<file path="config.mk">
export PLATFORM = sky130hd
export DESIGN_NAME = dbg_hold_ctrl
export DESIGN_NICKNAME = d
export VERILOG_FILES = /design/src/rtl/dhc_pkg.sv /design/src/rtl/dhc_cmd_check.sv /design/src/rtl/dhc_fsm.sv /design/src/rtl/dhc_resp.sv /design/src/rtl/dbg_hold_ctrl.sv
export SDC_FILE = /design/constraint.sdc
export NUM_CORES = 1
export LEC_CHECK = 0
export BUFFER_PORTS_ARGS = -buffer_cell sky130_fd_sc_hd__buf_2
export CORE_MARGIN = 4
export CORE_UTILIZATION = 45
export DETAILED_ROUTE_END_ITERATION = 8
export PLACE_DENSITY = 0.77
export SETUP_SLACK_MARGIN = 0.2
export SYNTH_ARGS = -nofsm -noshare
export SYNTH_HDL_FRONTEND = slang
export SYNTH_SLANG_ARGS = --single-unit
export TNS_END_PERCENT = 20
</file>
<file path="constraint.sdc">
create_clock -name clk -period 5.1 [get_ports clk]
set_clock_uncertainty 0.2 [all_clocks]
set_input_delay 0.765 -clock clk [delete_from_list [all_inputs] [get_ports clk]]
set_output_delay 0.765 -clock clk [all_outputs]
set_load 0.05 [all_outputs]
</file>
<file path="src/rtl/dhc_pkg.sv">
package dhc_pkg;

   typedef enum logic [2:0] {
      ST_RUN  = 3'd0,
      ST_WAIT = 3'd1,
      ST_STOP = 3'd2,
      ST_HOLD = 3'd3,
      ST_STEP = 3'd4,
      ST_BOOT = 3'd5
   } dhc_state_e;

   localparam int unsigned CMD_MEM    = 0;
   localparam int unsigned CMD_MEMST  = 1;
   localparam int unsigned CMD_DREG   = 2;
   localparam int unsigned CMD_BGND   = 3;
   localparam int unsigned CMD_CPUREG = 4;
   localparam int unsigned CMD_TRACE  = 5;
   localparam int unsigned CMD_GO     = 6;

   localparam int unsigned LAST_PASSIVE = CMD_BGND;
   localparam int unsigned LAST_ACTIVE  = CMD_GO;

endpackage

</file>
<file path="src/rtl/dhc_cmd_check.sv">
module dhc_cmd_check
   import dhc_pkg::*;
#(
   parameter int unsigned CLS_W = 3
) (
   input  dhc_state_e       st,
   input  logic             valid,
   input  logic [CLS_W-1:0] cls,
   output logic             accept,
   output logic             lp_flag,
   output logic             bgnd_ok,
   output logic             go_ok,
   output logic             trace_ok
);

   logic passive, active, is_memst, is_bgnd;

   always_comb begin
      passive  = (cls <= CLS_W'(LAST_PASSIVE));
      active   = (cls > CLS_W'(LAST_PASSIVE)) && (cls <= CLS_W'(LAST_ACTIVE));
      is_memst = (cls == CLS_W'(CMD_MEMST));
      is_bgnd  = (cls == CLS_W'(CMD_BGND));
      unique case (st)
         ST_RUN, ST_STEP: accept = passive;
         ST_HOLD:         accept = passive || active;
         ST_WAIT:         accept = is_memst || is_bgnd;
         ST_STOP:         accept = is_memst;
         default:         accept = 1'b0;
      endcase
      lp_flag  = is_memst && (st == ST_WAIT || st == ST_STOP);
      bgnd_ok  = valid && accept && is_bgnd;
      go_ok    = valid && accept && (cls == CLS_W'(CMD_GO));
      trace_ok = valid && accept && (cls == CLS_W'(CMD_TRACE));
   end

endmodule

</file>
<file path="src/rtl/dhc_fsm.sv">
module dhc_fsm
   import dhc_pkg::*;
(
   input  logic       clk,
   input  logic       rst_n,
   input  logic       strap,
   input  logic       bgnd_ok,
   input  logic       go_ok,
   input  logic       trace_ok,
   input  logic       halt,
   input  logic       bkpt_any,
   input  logic       wait_insn,
   input  logic       stop,
   input  logic       irq,
   input  logic       step_done,
   output dhc_state_e st_q,
   output logic       imask_clr_q,
   output logic       step_go_q
);

   dhc_state_e st_d;
   logic       imask_d, step_d;

   always_comb begin
      st_d    = st_q;
      imask_d = 1'b0;
      step_d  = 1'b0;
      unique case (st_q)
         ST_BOOT: st_d = strap ? ST_RUN : ST_HOLD;
         ST_RUN: begin
            if (bgnd_ok || halt || bkpt_any) begin
               st_d = ST_HOLD;
            end else if (stop) begin
               st_d = ST_STOP;
            end else if (wait_insn) begin
               st_d    = ST_WAIT;
               imask_d = 1'b1;
            end
         end
         ST_WAIT: begin
            if (bgnd_ok)  st_d = ST_HOLD;
            else if (irq) st_d = ST_RUN;
         end
         ST_STOP: if (!stop) st_d = ST_RUN;
         ST_HOLD: begin
            if (go_ok) begin
               st_d = ST_RUN;
            end else if (trace_ok) begin
               st_d   = ST_STEP;
               step_d = 1'b1;
            end
         end
         ST_STEP: if (step_done) st_d = ST_HOLD;
         default: st_d = ST_BOOT;
      endcase
   end

   always_ff @(posedge clk or negedge rst_n) begin
      if (!rst_n) begin
         st_q        <= ST_BOOT;
         imask_clr_q <= 1'b0;
         step_go_q   <= 1'b0;
      end else begin
         st_q        <= st_d;
         imask_clr_q <= imask_d;
         step_go_q   <= step_d;
      end
   end

endmodule

</file>
<file path="src/rtl/dhc_resp.sv">
module dhc_resp (
   input  logic clk,
   input  logic rst_n,
   input  logic valid,
   input  logic accept,
   input  logic lp,
   output logic ack_q,
   output logic err_q,
   output logic lp_q
);

   always_ff @(posedge clk or negedge rst_n) begin
      if (!rst_n) begin
         ack_q <= 1'b0;
         err_q <= 1'b0;
         lp_q  <= 1'b0;
      end else begin
         ack_q <= valid && accept;
         err_q <= valid && !accept;
         lp_q  <= valid && accept && lp;
      end
   end

endmodule

</file>
<file path="src/rtl/dbg_hold_ctrl.sv">
module dbg_hold_ctrl
   import dhc_pkg::*;
#(
   parameter int unsigned CLS_W  = 3,
   parameter int unsigned BKPT_N = 2
) (
   input  logic             clk,
   input  logic             rst_n,
   input  logic             strap_i,
   input  logic             cmd_valid_i,
   input  logic [CLS_W-1:0] cmd_class_i,
   input  logic             halt_insn_i,
   input  logic [BKPT_N-1:0] bkpt_i,
   input  logic             wait_insn_i,
   input  logic             stop_i,
   input  logic             irq_i,
   input  logic             step_done_i,
   output logic [2:0]       state_o,
   output logic             cpu_hold_o,
   output logic             cmd_ack_o,
   output logic             cmd_err_o,
   output logic             lp_flag_o,
   output logic             imask_clr_o,
   output logic             step_go_o
);

   localparam int unsigned MIN_CLS_W = $clog2(LAST_ACTIVE + 1);

   if (CLS_W < MIN_CLS_W) begin : g_bad_cls_w
      $error("CLS_W too narrow for the command classes");
   end
   if (BKPT_N < 1) begin : g_bad_bkpt_n
      $error("BKPT_N must be at least 1");
   end

   logic [BKPT_N:0] bkpt_or;
   assign bkpt_or[0] = 1'b0;
   for (genvar g = 0; g < BKPT_N; g++) begin : g_bkpt
      assign bkpt_or[g+1] = bkpt_or[g] | bkpt_i[g];
   end

   dhc_state_e st;
   logic       accept, lp, bgnd_ok, go_ok, trace_ok;

   dhc_cmd_check #(.CLS_W(CLS_W)) i_cmd (
      .st       (st),
      .valid    (cmd_valid_i),
      .cls      (cmd_class_i),
      .accept   (accept),
      .lp_flag  (lp),
      .bgnd_ok  (bgnd_ok),
      .go_ok    (go_ok),
      .trace_ok (trace_ok)
   );

   dhc_fsm i_fsm (
      .clk         (clk),
      .rst_n       (rst_n),
      .strap       (strap_i),
      .bgnd_ok     (bgnd_ok),
      .go_ok       (go_ok),
      .trace_ok    (trace_ok),
      .halt        (halt_insn_i),
      .bkpt_any    (bkpt_or[BKPT_N]),
      .wait_insn   (wait_insn_i),
      .stop        (stop_i),
      .irq         (irq_i),
      .step_done   (step_done_i),
      .st_q        (st),
      .imask_clr_q (imask_clr_o),
      .step_go_q   (step_go_o)
   );

   dhc_resp i_resp (
      .clk    (clk),
      .rst_n  (rst_n),
      .valid  (cmd_valid_i),
      .accept (accept),
      .lp     (lp),
      .ack_q  (cmd_ack_o),
      .err_q  (cmd_err_o),
      .lp_q   (lp_flag_o)
   );

   assign state_o    = st;
   assign cpu_hold_o = (st != ST_RUN) && (st != ST_STEP);

endmodule

</file>
# Word-level counts from Yosys, hierarchy flattened
# Cells that the tools add are included.
totals:
  regBits: 8
  wordCells: 63
  ramBits: 0
  inputBits: 14
  latch_bits: 0
  mem_count: 0
  romBits: 0
classes:
  magnitude_cmp: 3
  n_mux: 19
  n_mul: 0
  n_eq_ne: 15
  n_bitwise: 1
  n_div: 0
  n_shift: 0
  n_reduce_logical: 19
  add_sub_neg: 0
op_table:
  columns: ["op", "count"]
  rows:
  - ["$mux 3", 9]
  - ["$pmux 3 s6", 1]
  - ["$eq 3x3->1 const B", 4]
  - ["$eq 3x2->1 const B", 3]
  - ["$logic_and 1x1->1", 9]
  - ["$mux 1", 7]
  - ["$eq 3x1->1 const B", 2]
  - ["$ne 3x2->1 const B", 2]
  - ["$logic_or 1x1->1", 5]
  - ["$reduce_and 5->1", 1]
  - ["$ne 2x2->1 const B", 2]
  - ["$ne 4x3->1 const B", 1]
  - ["$pmux 1 s4", 1]
  - ["$gt 3x2->1 const B", 1]
  - ["$le 3x2->1 const B", 1]
  - ["$le 3x3->1 const B", 1]
  - ["$logic_not 3->1", 1]
  - ["$ne 3x3->1 const B", 1]
  - ["$reduce_bool 3->1", 1]
  - ["$mux 2", 1]
  - ["$reduce_or 2->1", 1]
  - ["$logic_not 1->1", 1]
  - ["$or 1x1->1", 1]

# Logic depth before layout (Yosys ltp)
# Gate-level depths: netlist (run 1).
logic_depth:
  depth_word: 10
  depth_mapped: 7
  ltp_nobuf: 6

# By module
# From an unflattened synthesis (run 1), not the netlist that was laid out.
hier_totals:
  cells_unflattened: 56
  area_unflattened_um2: 535.5
modules_own_cells:
  columns: ["module", "n_inst", "area_each_um2", "seq_area_each_um2", "cells_each"]
  rows:
  - ["dhc_fsm", 1, 315.3, 127.6, 31]
  - ["dhc_cmd_check", 1, 108.9, 0.0, 17]
  - ["dhc_resp", 1, 98.8, 75.1, 6]
  - ["dbg_hold_ctrl", 1, 12.5, 0.0, 2]

# Worst setup path after synthesis (run 1)
# No wires, ideal clock.
synth_timing:
  path_type: "input -> register"
  start: "input cmd_class_i[1]"
  end: "register i_fsm.st_q[1]"
  path_buffers: 1
  required_time_ns: 4.805
  slack_ns: 2.980
  arrival_time_ns: 1.824
  setup_ns: 0.095
  cell_stages: 6
  cell_sequence: "buf_4 > and4b_4 > or3_1 > o22a_1 > a21bo_1 > o31ai_1"
synth_via:
  elab_chain_len: 10
synth_rtl:
  columns: ["item", "line", "source"]
  rows:
  - ["from (decl)", "dbg_hold_ctrl.sv:11", "input logic [CLS_W-1:0] cmd_class_i,"]
  - ["$gt 3x2->1 / $le 3x3->1 (equally long branches)", "dhc_cmd_check.sv:20", "active = (cls > CLS_W'(LAST_PASSIVE)) && (cls <= CLS_W'(LAST_ACTIVE));"]
  - ["$logic_and 1x1->1", "dhc_cmd_check.sv:20", null]
  - ["$logic_or 1x1->1", "dhc_cmd_check.sv:25", "ST_HOLD: accept = passive || active;"]
  - ["$pmux 1 s4", "dhc_cmd_check.sv:23", "unique case (st)"]
  - ["$logic_and 1x1->1", "dhc_cmd_check.sv:31, dhc_cmd_check.sv:32, dhc_cmd_check.sv:33", null]
  - ["$logic_and 1x1->1", "dhc_cmd_check.sv:31", "bgnd_ok = valid && accept && is_bgnd;"]
  - ["$logic_or 1x1->1 (2 in a row)", "dhc_fsm.sv:31", "if (bgnd_ok || halt || bkpt_any) begin"]
  - ["$ne 4x3->1 (no source line) / $mux 3 (equally long branches)", null, null]
  - ["$reduce_and 5->1 (no source line) / $pmux 3 s6 (equally long branches)", null, null]
  - ["to (signal assigned)", "dhc_fsm.sv:64", "st_q <= st_d;"]
  - ["to (decl)", "dhc_fsm.sv:16", "output dhc_state_e st_q,"]
# Several ways; a longest one is shown, not always the timed one.
# A chain may end at the register's enable or synchronous reset.

# Worst setup path after layout (run 1)
layout_timing:
  start: "register i_fsm.st_q[0]"
  end: "output cpu_hold_o"
layout_via:
  elab_chain_len: 2
layout_rtl:
  columns: ["item", "line", "source"]
  rows:
  - ["$ne 3x3->1 / $reduce_bool 3->1 (equally long branches)", "dbg_hold_ctrl.sv:86", "assign cpu_hold_o = (st != ST_RUN) && (st != ST_STEP);"]
  - ["$logic_and 1x1->1 (*)", "dbg_hold_ctrl.sv:86", null]
  - ["to (decl)", "dbg_hold_ctrl.sv:19", "output logic cpu_hold_o,"]
# Mark *: on every way between the ends. The rest lies on a longest branch, timed or not.

==> results.sh, run 1 <==
export IMPL_maxCapViolCount=0
export IMPL_portBuffers=22
export IMPL_dp_hpwl_mm=1.11
export IMPL_coreArea_um2=1170
export IMPL_drive_gt1_share_pct=37.5
export IMPL_die_h_um=44.1
export IMPL_grt_pass1_vias=496
export IMPL_dp_slack_ps=2880
export IMPL_endpoint_kind="primary output"
export IMPL_regArea_um2=203
export IMPL_max_clock_freq_mhz=437
export IMPL_ys_seq_area_share_pct=34.6
export IMPL_async_flop_share_pct=100
export IMPL_ios=23
export IMPL_hold_viol=0
export IMPL_antenna_found_initial=0
export IMPL_hold_path_class="input pin to asynchronous set/reset pin"
export IMPL_grt_pass1_wl_mm=2.09
export IMPL_fillers=112
export IMPL_clk_latency_ps=240
export IMPL_drt_drc_violations_left=0
export IMPL_tritoncts="done"
export IMPL_path_max_fanout=11
export IMPL_ys_flop_type="dfrtp_1"
export IMPL_grt_util_met1_pct=18.1
export IMPL_vias=583
export IMPL_synth_area_leaders="dfrtp_1 26%, dfstp_2 9.0%, nand2_1 6.4%"
export IMPL_initial_core_util_pct=50.0
export IMPL_timing_final_crit_share_pct=44.8
export IMPL_multi_input_area_um2=329
export IMPL_cts_root_buf="clkbuf_4"
export IMPL_cts_buffers_inserted=3
export IMPL_rows=12
export IMPL_power_density_nw_per_um2=554
export IMPL_synth_edff_count=0
export IMPL_use_met2_pct=22.1
export IMPL_cts_hold_buf=0
export IMPL_fin_crit_ps=2290
export IMPL_antenna_cells=0
export IMPL_die_area_um2=1940
export IMPL_layout_commonest_cell="buf_2"
export IMPL_slew_viol_final=0
export IMPL_fin_nets=103
export IMPL_final_cell_mix="22 x buf_2, 10 x nand2_1, 6 x dfrtp_1"
export IMPL_synth_cell_types=35
export IMPL_post_route_util_pct=60.5
export IMPL_syn_num_nets=80
export IMPL_ys_warnings_count=0
export IMPL_syn_inst=66
export IMPL_wl_mm=1.40
export IMPL_ant_nets=0
export IMPL_die_x_um=44.1
export IMPL_worst_pin_slew_ps=457
export IMPL_worstPathArrival_ps=1320
export IMPL_htreeDepth=1
export IMPL_firstDrtPassIters=4
export IMPL_drt_wirelength_per_cell_um=13.7
export IMPL_path_cells="nor2_4, inv_2, buf_2"
export IMPL_grt_max_degree=13
export IMPL_cellLeakagePower_nw=0.338
export IMPL_synth_top_area_share_pct=25.6
export IMPL_grt_util_all_layers_pct=14.5
export IMPL_slowest_stage="dfstp_2"
export IMPL_grt_busiest_layer="met2"
export IMPL_slew_headroom_pct=69.5
export IMPL_max_stage_delay_ps=670
export IMPL_start_kind="register"
export IMPL_worst_ir_drop_vdd_uv=189
export IMPL_area_delta_synth_final_pct=20.9
export IMPL_rsz0062_at_grt="no"
export IMPL_cts_path_max_buffers=2
export IMPL_layout_setup_ws_ps=2810
export IMPL_outcome="finished, final reports clean"
export IMPL_cts_resized=0
export IMPL_place_gp_congestion=0.892
export IMPL_worstSetupPathType="register to primary output"
export IMPL_synth_area_um2=586
export IMPL_synth_top_cell_by_area="dfrtp_1"
export IMPL_clock_sinks=8
export IMPL_holdWs_ps=144
export IMPL_crit_required_ps=4140
export IMPL_clk_pin_slew_ps=50
export IMPL_synth_seq_cells=8
export IMPL_overflow=0
export IMPL_setup_viol=0
export IMPL_post_cts_buffers=0
export IMPL_via_per_inst=5.72
export IMPL_tns_ps=0
export IMPL_synth_area_per_cell_um2=8.87
export IMPL_drtIter0Drc=19
export IMPL_power_uw=392
export IMPL_gr_usage_met3_pct=4.07
## logic make-up (layout without fill, tap and decap cells)
group                     count (synthesis)  count (layout)  share of synthesized area, %
and+or+nand+nor                          30              30                          30.6
AOI/OAI and AO/OA                        16              16                          22.7
xor gates and xnor gates                  2               2                          2.99
buffers and inverters                    10              32                          9.19
DFF                                       8               8                          34.6
## per-layer routing
metal / vias up / wire, um / share of wire (%)
met1: 274 / 605 / 43
met4: 0 / 15 / 1.1
met3: 4 / 82 / 5.9
li1: 283 / - / -
met2: 22 / 694 / 50
met5: - / 0 / 0
## power breakdown
part | internal [mW] | leakage [nW] | switching [mW] | total (mW)
Combinational | 0.0737 | 0.222 | 0.145 | 0.219
Sequential | 0.0854 | 0.101 | 0.0386 | 0.124
Clock | 0.0298 | 0.0150 | 0.0194 | 0.0492
Total | 0.189 | 0.338 | 0.203 | 0.392
## flip-flops by register name, indices dropped and copies added (netlist names)
| signal | cells |
|---|---|
| i_resp.ack_q | 1 |
| i_resp.lp_q | 1 |
| i_fsm.step_go_q | 1 |
| i_fsm.st_q | 3 |
| i_fsm.imask_clr_q | 1 |
| i_resp.err_q | 1 |
## critical path: cells and delay by family (launching register included)
family	cells	cell delay, ps
flops	1	670
buf+inv	2	340
simple gates	1	70
## stage by stage
step	instances	area [um2]
floorplan	66	586
global placement	98	682
detailed placement	98	682
CTS	102	708
global route	102	708
finish	102	708
## path summary, 6_finish.rpt
kind	slack (ps)	depth (start not counted)	startpoint	endpoint
hold reg to reg	410	1	i_fsm.st_q[2]$_DFFE_PN1P_	i_fsm.st_q[2]$_DFFE_PN1P_
max in group asynchronous	4320	1	rst_n	i_fsm.st_q[0]$_DFFE_PN1P_
hold / removal	140	1	rst_n	i_fsm.step_go_q$_DFF_PN0_
setup reg to reg	3150	5	i_fsm.st_q[0]$_DFFE_PN1P_	i_resp.lp_q$_DFF_PN0_
min in group clk	410	1	i_fsm.st_q[2]$_DFFE_PN1P_	i_fsm.st_q[2]$_DFFE_PN1P_
setup / recovery	2810	3	i_fsm.st_q[0]$_DFFE_PN1P_	cpu_hold_o
## synthesized netlist by cell type (2+ instances only)
master	count
nand2_1	10
dfrtp_1	6
inv_1	5
nor3_1	4
nor2_1	3
o211ai_1	3
buf_4	2
dfstp_2	2
nand2b_1	2
o21ai_0	2
o22a_1	2
xnor2_1	2
## area by class of cell
| type | instances | area share (%) |
|---|---|---|
| timing repair buffer | 22 | 15.5 |
| multi-input combinational | 48 | 46.5 |
| sequential | 8 | 28.6 |
| inverter | 6 | 3.18 |
| clock buffer | 4 | 3.71 |
| tap | 14 | 2.47 |
Note: power is estimated with default switching activity, not from simulation.
==> run 2: changes to the inputs <==
- ABC_AREA: default -> 1
- CORE_AREA: default -> 4 4 41 43
- CORE_MARGIN: 4 -> default
- CORE_UTILIZATION: 45 -> default
- DIE_AREA: default -> 0 0 45 47
- PLACE_DENSITY: 0.77 -> 0.74
- clock period: 5.1 -> 2.2 ns (I/O delays scaled with it)
==> run 2 against run 1 <==
Against the previous run:
- clock-buffer cell count is the same
- final cell count grew 20%
- sequential power grew 110%
- critical endpoint is now i_fsm.st_q[0]$_DFFE_PN1P_
==> results.sh, run 2 <==
export IMPL_outcome="finished, final reports clean"
export IMPL_cts_root_buf="clkbuf_4"
export IMPL_dpl_instance_area_um2=696
export IMPL_power_frac_seq_pct=26.0
export IMPL_hold_path_depth=3
export IMPL_htreeDepth=1
export IMPL_power_frac_comb_pct=61.6
export IMPL_fillers=133
export IMPL_hold_viol=0
export IMPL_hold_path_class="input pin to register"
export IMPL_layout_commonest_cell="buf_2"
export IMPL_crit_required_ps=2210
export IMPL_max_stage_delay_ps=600
export IMPL_crit_cells=12
export IMPL_p_switching_uw=568
export IMPL_portBuffers=22
export IMPL_worstPathArrival_ps=1880
export IMPL_ys_warnings_count=0
export IMPL_antenna_cells=0
export IMPL_synth_seq_cells=8
export IMPL_slowest_stage="dfstp_2"
export IMPL_drt_wirelength_per_cell_um=11.3
export IMPL_ant_nets=0
export IMPL_largest_reg_flops=3
export IMPL_grt_pass1_vias=589
export IMPL_cts_resized=0
export IMPL_worst_ir_drop_vdd_uv=946
export IMPL_synth_edff_count=0
export IMPL_timing_rr_start="i_fsm.st_q[0]$_DFFE_PN1P_"
export IMPL_power_density_nw_per_um2=1400
export IMPL_grt_max_degree=9
export IMPL_vias=578
export IMPL_dp_hpwl_mm=1.13
export IMPL_ios=23
export IMPL_drive_gt1_share_pct=37.4
export IMPL_ys_seq_area_share_pct=35.8
export IMPL_clk_pin_slew_ps=60
export IMPL_post_route_util_pct=56.3
export IMPL_synth_top_area_share_pct=26.5
export IMPL_die_h_um=47
export IMPL_slew_headroom_pct=76.4
export IMPL_timing_final_crit_share_pct=85.3
export IMPL_cellLeakagePower_nw=0.408
export IMPL_drt_drc_violations_left=0
export IMPL_dp_cells=117
export IMPL_synth_top_cell_by_area="dfrtp_1"
export IMPL_synth_most_common_cell="nand2_1"
export IMPL_area_delta_synth_final_pct=29.4
export IMPL_final_cell_mix="22 x buf_2, 20 x nand2_1, 11 x nand3_1"
export IMPL_ys_flop_type="dfrtp_1"
export IMPL_path_cells="nand2_2, nor2_4, nand2_2, nand2_2, inv_2, nand2_4, nand3_4, a21oi_4, nand2_1, nor2_2, nand2_1, nand2_1"
export IMPL_synth_area_per_cell_um2=7.07
export IMPL_design_area_um2=732
export IMPL_fin_nets=122
export IMPL_rsz0062_at_grt="yes"
export IMPL_start_kind="register"
export IMPL_worst_pin_slew_ps=351
export IMPL_via_per_inst=4.74
export IMPL_die_area_um2=2120
export IMPL_synth_cell_types=19
export IMPL_place_gp_congestion=0.787
export IMPL_initial_core_util_pct=43.5
export IMPL_endpoint="i_fsm.st_q[0]$_DFFE_PN1P_"
export IMPL_cts_path_max_buffers=2
export IMPL_post_cts_buffers=0
export IMPL_coreArea_um2=1300
export IMPL_fin_crit_ps=1880
export IMPL_cts_buffers_inserted=3
export IMPL_clock_sinks=8
export IMPL_antenna_found_initial=0
export IMPL_path_delay_family="simple AND/OR/NAND/NOR gates"
export IMPL_syn_inst=80
export IMPL_netSwitchingFraction_pct=55.6
export IMPL_rows=13
export IMPL_setup_viol=0
export IMPL_path_buf_inv=1
export IMPL_layout_setup_ws_ps=324
export IMPL_final_cells=122
export IMPL_synth_area_leaders="dfrtp_1 27%, nand2_1 13%, nand3_1 9.7%"
export IMPL_tritoncts="done"
export IMPL_dp_slack_ps=315
export IMPL_worstSetupStartpoint="i_fsm.st_q[0]$_DFFE_PN1P_"
export IMPL_maxCapViolCount=0
export IMPL_tns_ps=0
export IMPL_path_max_fanout=8
export IMPL_ys_top_cells_by_count="20 x nand2_1, 11 x inv_1, 11 x nand3_1, 9 x nor2_1, 6 x dfrtp_1"
export IMPL_slew_viol_final=0
export IMPL_holdWs_ps=101
export IMPL_endpoint_kind="register"
export IMPL_clk_latency_ps=260
export IMPL_grt_util_all_layers_pct=14.7
export IMPL_reg2reg_depth=12
export IMPL_clkPwrFrac_pct=12.3
export IMPL_p_int_uw=454
export IMPL_async_flop_share_pct=100
export IMPL_overflow=0
export IMPL_r2r_slack_ps=320
export IMPL_worstSetupPathType="register to register"
export IMPL_grt_pass1_wl_mm=2.24
export IMPL_regMostFlops="i_fsm.st_q"
export IMPL_r2r_end="i_fsm.st_q[0]$_DFFE_PN1P_"
export IMPL_power_mw=1.02
export IMPL_wl_mm=1.38
export IMPL_max_clock_freq_mhz=533
export IMPL_firstDrtPassIters=4
export IMPL_syn_num_nets=94
export IMPL_synth_area_um2=566
export IMPL_die_x_um=45
export IMPL_drtIter0Drc=11
-- run 2: cell count changes after synthesis, moves of 3 or more --
| cell | previous run | this run |
|---|---|---|
| o211ai_1 | 3 | 0 |
| nand3b_1 | 0 | 3 |
| nand2_2 | 0 | 3 |
| inv_1 | 5 | 11 |
| nand3_1 | 1 | 11 |
| nand2_1 | 10 | 20 |
| nor2_1 | 3 | 9 |
-- run 2: cells by family after synthesis --
group | Yosys count | share of synthesized area [%]
buffers and inverters | 13 | 8.63
AO/OA/AOI/OAI | 4 | 5.97
flip-flops | 8 | 35.8
AND/OR/NAND/NOR | 55 | 49.6
-- run 2: worst register-to-register path: cells and delay by family, from the launching register on --
kind,cells,cell delay [ps]
AO/OA/AOI/OAI,1,140
buffers and inverters,1,40
flip-flops,1,600
AND/OR/NAND/NOR,10,830
-- run 2: how the worst min path moves through the flow --
| stage | endpoint | slack (ps) | startpoint |
|---|---|---|---|
| final | i_fsm.imask_clr_q$_DFF_PN0_ | 100 | wait_insn_i |
| after global routing | i_fsm.imask_clr_q$_DFF_PN0_ | 100 | wait_insn_i |
| after global placement | i_resp.err_q$_DFF_PN0_ | -30 | rst_n |
| after detailed placement | i_resp.err_q$_DFF_PN0_ | -20 | rst_n |
| after floorplan | i_fsm.imask_clr_q$_DFF_PN0_ | -170 | rst_n |
| after CTS | i_fsm.imask_clr_q$_DFF_PN0_ | 100 | wait_insn_i |
-- run 2: per-layer routing --
layer  global-route usage (%)  part of all wire (%)
met4                     5.26                     0
met2                     27.4                    54
met3                     2.30                   5.4
met5                        0                     0
met1                     16.9                    41
-- run 2: area by class of cell --
type | count | area, um2 | share of cell area, %
clock buffer | 4 | 26.3 | 3.59
inverter | 13 | 48.8 | 6.67
multi-input combinational | 59 | 314 | 42.9
sequential | 8 | 204 | 27.9
tap | 15 | 18.8 | 2.56
timing repair buffer | 23 | 120 | 16.4
-- run 2: what timing repair did --
action | in CTS | in global routing
hold buffers | 1 | 0
endpoints found under the hold margin | 8 | 0
setup endpoints to repair | 0 | 3
-- run 2: power by group through the flow --
stage | sequential, mW | combinational [mW] | clock [mW]
after floorplan | 0.406 | 0.358 | 0
after global placement | 0.265 | 0.622 | 0
after detailed placement | 0.269 | 0.632 | 0
after CTS | 0.266 | 0.635 | 0.130
after global routing | 0.276 | 0.696 | 0.139
final | 0.266 | 0.630 | 0.126
